===== src/rtl/vnc_pkg.sv =====
package vnc_pkg;
  localparam int CTL_W           = 8;
  localparam int BIT_NMI_EN      = 7;
  localparam int BIT_VMATCH      = 5;
  localparam int BIT_HMATCH      = 4;
  localparam int PHASE_SET       = 2;
  localparam int PHASE_FIRE      = 6;
  localparam int PHASE_GUARD_END = 6;

  typedef enum logic [1:0] {
    DLY_NONE = 2'd0,
    DLY_ONE  = 2'd1,
    DLY_TWO  = 2'd2
  } nmi_dly_e;

  typedef struct packed {
    logic nmi_en;
    logic v_en;
    logic h_en;
  } ctl_t;
endpackage


===== src/rtl/vnc_phase_decode.sv =====
module vnc_phase_decode
  import vnc_pkg::*;
#(
  parameter int PW = 11,
  parameter int LW = 9
) (
  input  logic          tick,
  input  logic [PW-1:0] phase,
  input  logic [LW-1:0] line,
  input  logic [LW-1:0] nmi_line,
  output logic          set_ev,
  output logic          clr_ev,
  output logic          fire_ev,
  output logic          in_guard
);
  localparam logic [PW-1:0] PH_SET   = PW'(PHASE_SET);
  localparam logic [PW-1:0] PH_FIRE  = PW'(PHASE_FIRE);
  localparam logic [PW-1:0] PH_GUARD = PW'(PHASE_GUARD_END);

  logic on_nmi_line;
  logic on_line0;
  logic at_set;
  logic at_fire;

  always_comb begin
    on_nmi_line = (line == nmi_line);
    on_line0    = (line == '0);
    at_set      = (phase == PH_SET);
    at_fire     = (phase == PH_FIRE);
    set_ev      = tick & at_set & on_nmi_line;
    clr_ev      = tick & at_set & on_line0 & ~on_nmi_line;
    fire_ev     = tick & at_fire & on_nmi_line;
    in_guard    = on_nmi_line & (phase < PH_GUARD);
  end
endmodule


===== src/rtl/vnc_ctrl_reg.sv =====
module vnc_ctrl_reg
  import vnc_pkg::*;
(
  input  logic             clk,
  input  logic             rst_n,
  input  logic             we,
  input  logic [CTL_W-1:0] wdata,
  output ctl_t             ctl,
  output logic             en_rise
);
  ctl_t ctl_q;
  logic unused_wbits;

  assign unused_wbits = ^{wdata[6], wdata[3:0]};

  always_ff @(posedge clk) begin
    if (!rst_n) begin
      ctl_q <= '0;
    end else if (we) begin
      ctl_q.nmi_en <= wdata[BIT_NMI_EN];
      ctl_q.v_en   <= wdata[BIT_VMATCH];
      ctl_q.h_en   <= wdata[BIT_HMATCH];
    end
  end

  assign ctl     = ctl_q;
  assign en_rise = we & wdata[BIT_NMI_EN] & ~ctl_q.nmi_en;
endmodule


===== src/rtl/vnc_flag_core.sv =====
module vnc_flag_core (
  input  logic clk,
  input  logic rst_n,
  input  logic set_ev,
  input  logic clr_ev,
  input  logic rd_en,
  input  logic in_guard,
  output logic flag_view
);
  logic flag_q;
  logic rd_clear;

  assign rd_clear  = rd_en & flag_q & ~in_guard;
  assign flag_view = flag_q | set_ev;

  always_ff @(posedge clk) begin
    if (!rst_n)        flag_q <= 1'b0;
    else if (set_ev)   flag_q <= 1'b1;
    else if (clr_ev)   flag_q <= 1'b0;
    else if (rd_clear) flag_q <= 1'b0;
  end
endmodule


===== src/rtl/vnc_req_gen.sv =====
module vnc_req_gen
  import vnc_pkg::*;
(
  input  logic     clk,
  input  logic     rst_n,
  input  logic     fire_ev,
  input  logic     nmi_en,
  input  logic     en_rise,
  input  logic     flag_view,
  output logic     req,
  output nmi_dly_e dly
);
  logic fire_line;
  logic fire_late;

  assign fire_line = fire_ev & nmi_en;
  assign fire_late = en_rise & flag_view;

  always_ff @(posedge clk) begin
    if (!rst_n) begin
      req <= 1'b0;
      dly <= DLY_NONE;
    end else begin
      req <= fire_line | fire_late;
      if (fire_line)      dly <= DLY_ONE;
      else if (fire_late) dly <= DLY_TWO;
      else                dly <= DLY_NONE;
    end
  end
endmodule


===== src/rtl/vblank_nmi_ctl.sv =====
module vblank_nmi_ctl
  import vnc_pkg::*;
#(
  parameter int         PW       = 11,
  parameter int         LW       = 9,
  parameter logic [6:0] REVISION = 7'd2
) (
  input  logic             clk,
  input  logic             rst_n,
  input  logic             tick,
  input  logic [PW-1:0]    phase,
  input  logic [LW-1:0]    line,
  input  logic [LW-1:0]    nmi_line,
  input  logic             ctl_we,
  input  logic [CTL_W-1:0] ctl_wdata,
  input  logic             stat_re,
  output logic [CTL_W-1:0] stat_rdata,
  output logic             nmi_enable,
  output logic             vmatch_en,
  output logic             hmatch_en,
  output logic             nmi_req,
  output logic [1:0]       nmi_delay
);
  logic     set_ev, clr_ev, fire_ev, in_guard;
  logic     en_rise, flag_view;
  ctl_t     ctl;
  nmi_dly_e dly;

  vnc_phase_decode #(.PW(PW), .LW(LW)) u_dec (
    .tick(tick), .phase(phase), .line(line), .nmi_line(nmi_line),
    .set_ev(set_ev), .clr_ev(clr_ev), .fire_ev(fire_ev), .in_guard(in_guard)
  );

  vnc_ctrl_reg u_ctl (
    .clk(clk), .rst_n(rst_n), .we(ctl_we), .wdata(ctl_wdata),
    .ctl(ctl), .en_rise(en_rise)
  );

  vnc_flag_core u_flag (
    .clk(clk), .rst_n(rst_n), .set_ev(set_ev), .clr_ev(clr_ev),
    .rd_en(stat_re), .in_guard(in_guard), .flag_view(flag_view)
  );

  vnc_req_gen u_req (
    .clk(clk), .rst_n(rst_n), .fire_ev(fire_ev), .nmi_en(ctl.nmi_en),
    .en_rise(en_rise), .flag_view(flag_view), .req(nmi_req), .dly(dly)
  );

  assign stat_rdata = {flag_view, REVISION};
  assign nmi_enable = ctl.nmi_en;
  assign vmatch_en  = ctl.v_en;
  assign hmatch_en  = ctl.h_en;
  assign nmi_delay  = dly;
endmodule


===== config.mk =====
export PLATFORM = sky130hd
export DESIGN_NAME = vblank_nmi_ctl
export DESIGN_NICKNAME = d
export VERILOG_FILES = /design/src/rtl/vnc_pkg.sv /design/src/rtl/vnc_phase_decode.sv /design/src/rtl/vnc_ctrl_reg.sv /design/src/rtl/vnc_flag_core.sv /design/src/rtl/vnc_req_gen.sv /design/src/rtl/vblank_nmi_ctl.sv
export SDC_FILE = /design/constraint.sdc
export NUM_CORES = 1
export LEC_CHECK = 0
export BUFFER_PORTS_ARGS = -buffer_cell sky130_fd_sc_hd__buf_4
export CAP_MARGIN = 20
export CORE_MARGIN = 2
export CORE_UTILIZATION = 36
export CTS_CLUSTER_DIAMETER = 120
export DETAILED_ROUTE_END_ITERATION = 6
export PLACE_DENSITY = 0.82
export RECOVER_POWER = 50
export SLEW_MARGIN = 20
export SYNTH_ARGS = -nofsm -noshare
export SYNTH_HDL_FRONTEND = slang
export SYNTH_SLANG_ARGS = --single-unit

===== constraint.sdc =====
create_clock -name clk -period 3.7 [get_ports clk]
set_clock_uncertainty 0.15 [all_clocks]
set_input_delay 0.74 -clock clk [delete_from_list [all_inputs] [get_ports clk]]
set_output_delay 0.74 -clock clk [all_outputs]
set_load 0.01 [all_outputs]

* Yosys cells after proc, flatten, opt, wreduce, memory -nomap -nowiden
Index checks and enable logic that the tools add are counted.
** Word-level totals
- Flip-flop bits (word level) :: 7
- Output and inout bits :: 14
- Word-level logic and storage cells :: 38
- Input bits :: 42
** Cells by class
- Equal/unequal tests :: 3
- Bitwise gates (word level) :: 19
- $lt $le $gt $ge :: 1
- Mux-type cells :: 5
- Reduce and logical (&&, ||, !) cells :: 3
** Operator list (number)
- $and A1 B1 Y1 :: 13
- $eq A11 B2 Y1 const B :: 1
- $eq A11 B3 Y1 const B :: 1
- $lt A11 B3 Y1 const B :: 1
- $eq A9 B9 Y1 :: 1
- $logic_not A9 Y1 :: 1
- $mux W1 :: 4
- $not A1 Y1 :: 4
- $reduce_bool A3 Y1 :: 1
- $mux W2 :: 1
- $or A1 B1 Y1 :: 2
- $reduce_or A2 Y1 :: 1

* Longest topological paths before layout
Gate-level depths: netlist of the first run.
- Depth after elaboration :: 7
- Mapped depth :: 5
- Mapped depth without buffers :: 4

* Modules after synthesis
A second synthesis of the first run with hierarchy kept.
** Unflattened totals
- Cell total of the unflattened synthesis :: 59
- Area, all modules :: 538.0 um^2
** Modules (own cells, without submodules)
- vnc_phase_decode :: area an instance 212.7 um^2, cells each 26, times used 1, seq. area each 0.0 um^2
- vnc_ctrl_reg :: area an instance 118.9 um^2, cells each 10, times used 1, seq. area each 60.1 um^2
- vnc_req_gen :: area an instance 91.3 um^2, cells each 8, times used 1, seq. area each 60.1 um^2
- vblank_nmi_ctl :: area an instance 67.6 um^2, cells each 10, times used 1, seq. area each 0.0 um^2
- vnc_flag_core :: area an instance 47.5 um^2, cells each 5, times used 1, seq. area each 20.0 um^2

* Least setup slack after synthesis of the first run
OpenSTA, ideal clock, no wires.
- Path type :: input to output
- Start :: input port phase[7]
- End :: output port stat_rdata[7]
- Arrival time :: 1936 ps
- Stages on the path :: 5
- Path slack :: 874 ps
- Buffers on the path :: 1
- Required time :: 2810 ps
- Path through :: or4_4 -> nor4_4 -> a41oi_1 -> inv_1 -> buf_4
** On the way
- Cells in the longest elaborated chain, start to end :: 4
** Ends and longest elaborated chain
- from (decl) :: RTL line vblank_nmi_ctl.sv:11 : input logic [PW-1:0] phase,
- $eq A11 B2 Y1 :: RTL line vnc_phase_decode.sv:28 : at_set = (phase == PH_SET);
- $and A1 B1 Y1 (2 in a row) :: RTL line vnc_phase_decode.sv:30 : set_ev = tick & at_set & on_nmi_line;
- $or A1 B1 Y1 :: RTL line vnc_flag_core.sv:14 : assign flag_view = flag_q | set_ev;
- to (decl) :: RTL line vblank_nmi_ctl.sv:17 : output logic [CTL_W-1:0] stat_rdata,
Every way passes these cells.

* Final worst setup path of the first run
Same ends and word-level chain as after synthesis.

==> impl_results.md, run 1 <==
- Inserted Clock Buffers: 3
- Commonest cells in the netlist: xor2_1, buf_4, nor2_1, dfxtp_1, nor4_1
- Die area: 1810 um2
- Drt via density: 5.20
- Worst-path clk slew: 0.05 ns
- Layout cells sized above 1: 42.9%
- Critical Setup Path Class: in -> out
- Vias in the first global route: 647
- Post-CTS Setup Inserts: 0
- Mapped Cells: 61
- Cell Pwr Density: 253 nW/um2
- Yosys warns: 0
- Top FF cell, synth: dfxtp_1
- CTS tree: built
- TritonCTS sink count: 7
- Async S/R FF share, synth: 0%
- Row cnt: 13
- CTS resizes: 0
- Initial antenna violation count: 0
- Starting density of the core: 39.6%
- Worst-Skew Late Latency: 0.26 ns
- Crit path time final: 3.08 ns
- # diodes: 0
- WL final: 1.61 mm
- CTS HTree Levels: 1
- Synth top area cells: dfxtp_1, xor2_1, buf_4
- Worst endpoint required time: 2.81 ns
- Nets: 148
- Die W: 42.5 um
- Final worst slack: 0.622 ns
- Avg Inst Size Synth: 8.76 um2
- Ports: 56
- Most common cell in the netlist: xor2_1
- Final antenna-violating net count: 0
- Number of synthesized flops with an enable pin: 0
- Cts hold-fix bufs: 0
- Gpl congestion: 0.818
- Post-route DRC violation count: 0
- Port Buffer Count: 43
- Synth Register Bits: 7
- Maximum vdd drop: 199 uV
- Netlist cell types: 22
- Area Overhead vs Synth: 57.6%
- Fin. max-slew vios: 0
- Setup TNS: 0 ns
- Sequential fraction of the synthesis area: 26.2%
- RSZ-0062 raised after global routing: false
- DR iter-0 viols: 6
- Die Ht: 42.5 um
- Detail Placement HPWL: 1.34 mm
- Final Cycle Share: 83.2%
- # setup viols final: 0
- Largest net degree at the start of global routing: 5
- Global-route usage over all layers: 19.3%
- Core ar.: 1350 um2
- CP Max Fanout: 3
- Post-Place Setup Slack: 0.607 ns
- First drt pass iteration count: 4
- Post-synth top area cell: dfxtp_1
- Max-cap violations: 0
- GRT Residual Overflow: 0
- Outcome: finished clean
- CP endpoint kind: primary output
- Total power: 0.213 mW
- Synthesized area: 534 um2
- CTS max path bufs: 2
- CTS root buf: clkbuf_4
- Leakage: 0.400 nW
- Avg WL per Cell: 13.4 um
- Worst Setup Start Kind: input port
- First-pass GRT wire length: 2.62 mm
- Fin. Hold Viols: 0
- Peak Freq: 325 MHz
- Worst EP arrival: 2.19 ns
- Vias: 624
- Synth top area share: 26.2%
- Hold Crit Class: reg -> reg
==> registers in the layout, summed over array words and instances, names as in the netlist <==
register / cells
u_ctl.ctl: 3
u_flag.flag_q: 1
u_req.dly: 2
u_req.req: 1
==> worst max-delay path: stages <==
cell and delay (ns):
buf_4 0.11, or4_4 0.56, nor4_4 0.34, a41oi_1 0.23
inv_1 0.09, buf_4 0.12
==> where the power goes <==
part / switching, mW / internal [mW]
clock: 0.0303 / 0.0413
sequential: 0.00142 / 0.0774
combinational: 0.0279 / 0.0349
total: 0.0596 / 0.154
==> placed cells by master (no fill, tap or decap), drive strengths merged <==
cell and n:
nor4 5, nand4 2, a41o 1, nand3 1, nor3 3, nand4b 1, a41oi 1, and4 1
o21bai 1, mux2i 3, or4 1, a2111oi 1, buf 38, nor2 8, clkbuf 9, or3 1
a221oi 1, or4bb 1, xor2 9, conb 7, inv 3, dfxtp 7
==> path summary, 6_finish.rpt <==
path,end,slack (ns),cells past startpoint,startpoint
max,stat_rdata[7],0.62,6,phase[7]
min,u_ctl.ctl[0],0.37,2,u_ctl.ctl[0]
max reg2reg,u_req.req,2.55,4,u_ctl.ctl[2]
min reg2reg,u_ctl.ctl[0],0.37,2,u_ctl.ctl[0]
==> per-layer routing <==
layer	part of all wire [%]	track usage, %	up-vias
li1	-	-	293
met3	8.3	9.05	6
met2	53	34.2	33
met5	0	0	-
met1	37	19.1	292
met4	1.8	8.13	0
==> kinds of logic after synthesis <==
| group | Yosys count | synth area share (%) |
|---|---|---|
| other | 2 | 1.41 |
| buffers and inverters | 11 | 13.3 |
| AO/OA/AOI/OAI | 5 | 9.60 |
| flip-flops | 7 | 26.2 |
| XOR/XNOR | 9 | 14.8 |
| AND/OR/NAND/NOR | 24 | 29.0 |
| multiplexers | 3 | 5.62 |
==> area by class of cell <==
cell class                      instances  area (um2)
Fill cell                             133         508
Multi-Input combinational cell         48         342
Timing Repair Buffer                   43         304
Sequential cell                         7         140
Clock buffer                            4        26.3
Tap cell                               15        18.8
Inverter                                3        11.3
==> through the flow <==
stage / utilization [%] / instances / hold WS, ns / instance area [um2]
after floorplan: - / 66 / 0.329 / 553
after global placement: 61.8 / 116 / 0.333 / 835
after detailed placement: 61.8 / 116 / 0.349 / 835
after CTS: 63.8 / 120 / 0.366 / 861
after global routing: 62.4 / 120 / 0.392 / 842
final: 62.4 / 120 / 0.367 / 842
Power figures use the tool's default switching activity.
==> inputs of run 2 (changes only) <==
--- a/config.mk
+++ b/config.mk
@@ -8,10 +8,10 @@
 export BUFFER_PORTS_ARGS = -buffer_cell sky130_fd_sc_hd__buf_4
 export CAP_MARGIN = 20
 export CORE_MARGIN = 2
-export CORE_UTILIZATION = 36
+export CORE_UTILIZATION = 30
 export CTS_CLUSTER_DIAMETER = 120
 export DETAILED_ROUTE_END_ITERATION = 6
-export PLACE_DENSITY = 0.82
+export PLACE_DENSITY = 0.73
 export RECOVER_POWER = 50
 export SLEW_MARGIN = 20
 export SYNTH_ARGS = -nofsm -noshare
==> constraint.sdc (replaced) <==
create_clock -name clk -period 2.5 [get_ports clk]
set_clock_uncertainty 0.15 [all_clocks]
set_input_delay 0.5 -clock clk [delete_from_list [all_inputs] [get_ports clk]]
set_output_delay 0.5 -clock clk [all_outputs]
set_load 0.01 [all_outputs]
==> run 2 against run 1 <==
  * Worst setup slack lost 0.60 ns
  * Hold slack lost 0.095 ns
  * Sequential share of layout area fell by 1.1 points
  * Routed wire length shrank 6.2%
  * Core utilization is 9.5 points lower
  * Via count decreased by 3.0%
  * Sequential cell count stayed put
==> impl_results.md, run 2 (synthesis results as in run 1) <==
- CP endpoint kind: primary output
- RSZ-0062 raised after global routing: true
- Gpl congestion: 0.721
- Peak Freq: 403 MHz
- Switching pwr: 0.0829 mW
- Core ar.: 1710 um2
- Die W: 46.2 um
- Crit path time final: 2.48 ns
- GRT Residual Overflow: 0
- CP Max Fanout: 2
- DR iter-0 viols: 1
- Most frequent cells in the layout: buf_4, xor2_1, nor2_1, conb_1, dfxtp_1
- Setup TNS: 0 ns
- CTS tree: built
- Maximum vdd drop: 247 uV
- Vias: 605
- First drt pass iteration count: 3
- Clock share of power: 32.3%
- Nets: 152
- Hold slack: 0.272 ns
- First-pass GRT wire length: 2.37 mm
- CTS max path bufs: 2
- # diodes: 0
- Die Ht: 46.2 um
- Post-Place Setup Slack: -0.00175 ns
- TritonCTS sink count: 7
- Area Overhead vs Synth: 69.1%
- Commonest non-fill, non-tap cell in the layout: buf_4
- Outcome: finished clean
- Worst EP arrival: 1.83 ns
- Layout cells sized above 1: 46.8%
- Avg WL per Cell: 11.3 um
- Worst-path clk slew: 0.05 ns
- Largest net degree at the start of global routing: 5
- Sw frac: 26.6%
- Final worst slack: 0.0209 ns
- Cell Pwr Density: 345 nW/um2
- Fin. max-slew vios: 0
- Row cnt: 15
- Fin. Hold Viols: 0
- Vias in the first global route: 608
- CTS HTree Levels: 1
- Critical Setup Path Class: in -> out
- Max-cap violations: 0
- Cts hold-fix bufs: 0
- Final antenna-violating net count: 0
- Worst endpoint required time: 1.85 ns
- Port Buffer Count: 43
- Die area: 2130 um2
- Post-route DRC violation count: 0
- Worst Setup Start Kind: input port
- Starting density of the core: 31.3%
- Reg power frac: 37.4%
- Detail Placement HPWL: 1.31 mm
- # setup viols final: 0
- Global-route usage over all layers: 16.4%
- Final Cycle Share: 99.2%
- CTS root buf: clkbuf_4
- Max reg flops: 3
- Inserted Clock Buffers: 3
- Worst-Skew Late Latency: 0.25 ns
- Hold Crit Class: in -> reg
- P_int: 0.229 mW
- Initial antenna violation count: 0
- Drt via density: 4.51
- Ports: 56
- Final core occ: 52.9%
- WL final: 1.51 mm
- Logic pwr share: 30.3%
- Leakage: 0.425 nW
-- run 2: power by group through the flow --
stage | sequential [mW] | clock [mW] | combinational, mW
after global placement | 0.119 | 0 | 0.0917
after CTS | 0.116 | 0.106 | 0.0962
after floorplan | 0.120 | 0 | 0.0404
final | 0.117 | 0.101 | 0.0945
after detailed placement | 0.119 | 0 | 0.0939
after global routing | 0.117 | 0.110 | 0.104
-- run 2: path summary, 6_finish.rpt --
| kind | start | end | slack [ns] | cells after the start |
|---|---|---|---|---|
| setup / recovery | phase[4] | stat_rdata[7] | 0.02 | 6 |
| hold / removal | stat_re | u_flag.flag_q | 0.27 | 2 |
| setup reg to reg | u_ctl.ctl[2] | u_req.req | 1.35 | 4 |
| hold reg to reg | u_ctl.ctl[1] | u_ctl.ctl[1] | 0.36 | 2 |
-- run 2: critical path, stage by stage --
cell and delay, ns:
buf_6 0.09, or4_4 0.56, nor4_4 0.33, a41oi_2 0.16
inv_1 0.10, buf_6 0.10
-- run 2: per-layer routing --
layer | up-vias | track usage (%) | share of wire (%) | routed length, um
met1 | 270 | 12.4 | 33 | 493
met4 | 0 | 7.43 | 1.7 | 25
li1 | 304 | - | - | -
met2 | 27 | 33.1 | 58 | 871
met5 | - | 0 | 0 | 0
met3 | 4 | 7.84 | 7.8 | 118
-- run 2: per-stage QoR --
| step | cells | cell area [um2] | power, mW |
|---|---|---|---|
| after detailed placement | 128 | 862 | 0.212 |
| after floorplan | 66 | 553 | 0.160 |
| final | 134 | 903 | 0.312 |
| after global routing | 134 | 903 | 0.331 |
| after global placement | 128 | 862 | 0.210 |
| after CTS | 134 | 918 | 0.319 |
-- run 2: final cells by class --
cell class                 instances  area [um2]
timing repair buffer              47         345
inverter                           3        11.3
multi-input combinational         48         349
fill                             175         805
clock buffer                       4        26.3
tap                               25        31.3
sequential                         7         140
-- run 2: timing repair --
action                                  4_1_cts  5_1_grt
buffers inserted                              2        0
gates resized for setup                       3        0
endpoints found under the setup margin        1        1
pin swaps                                     3        3
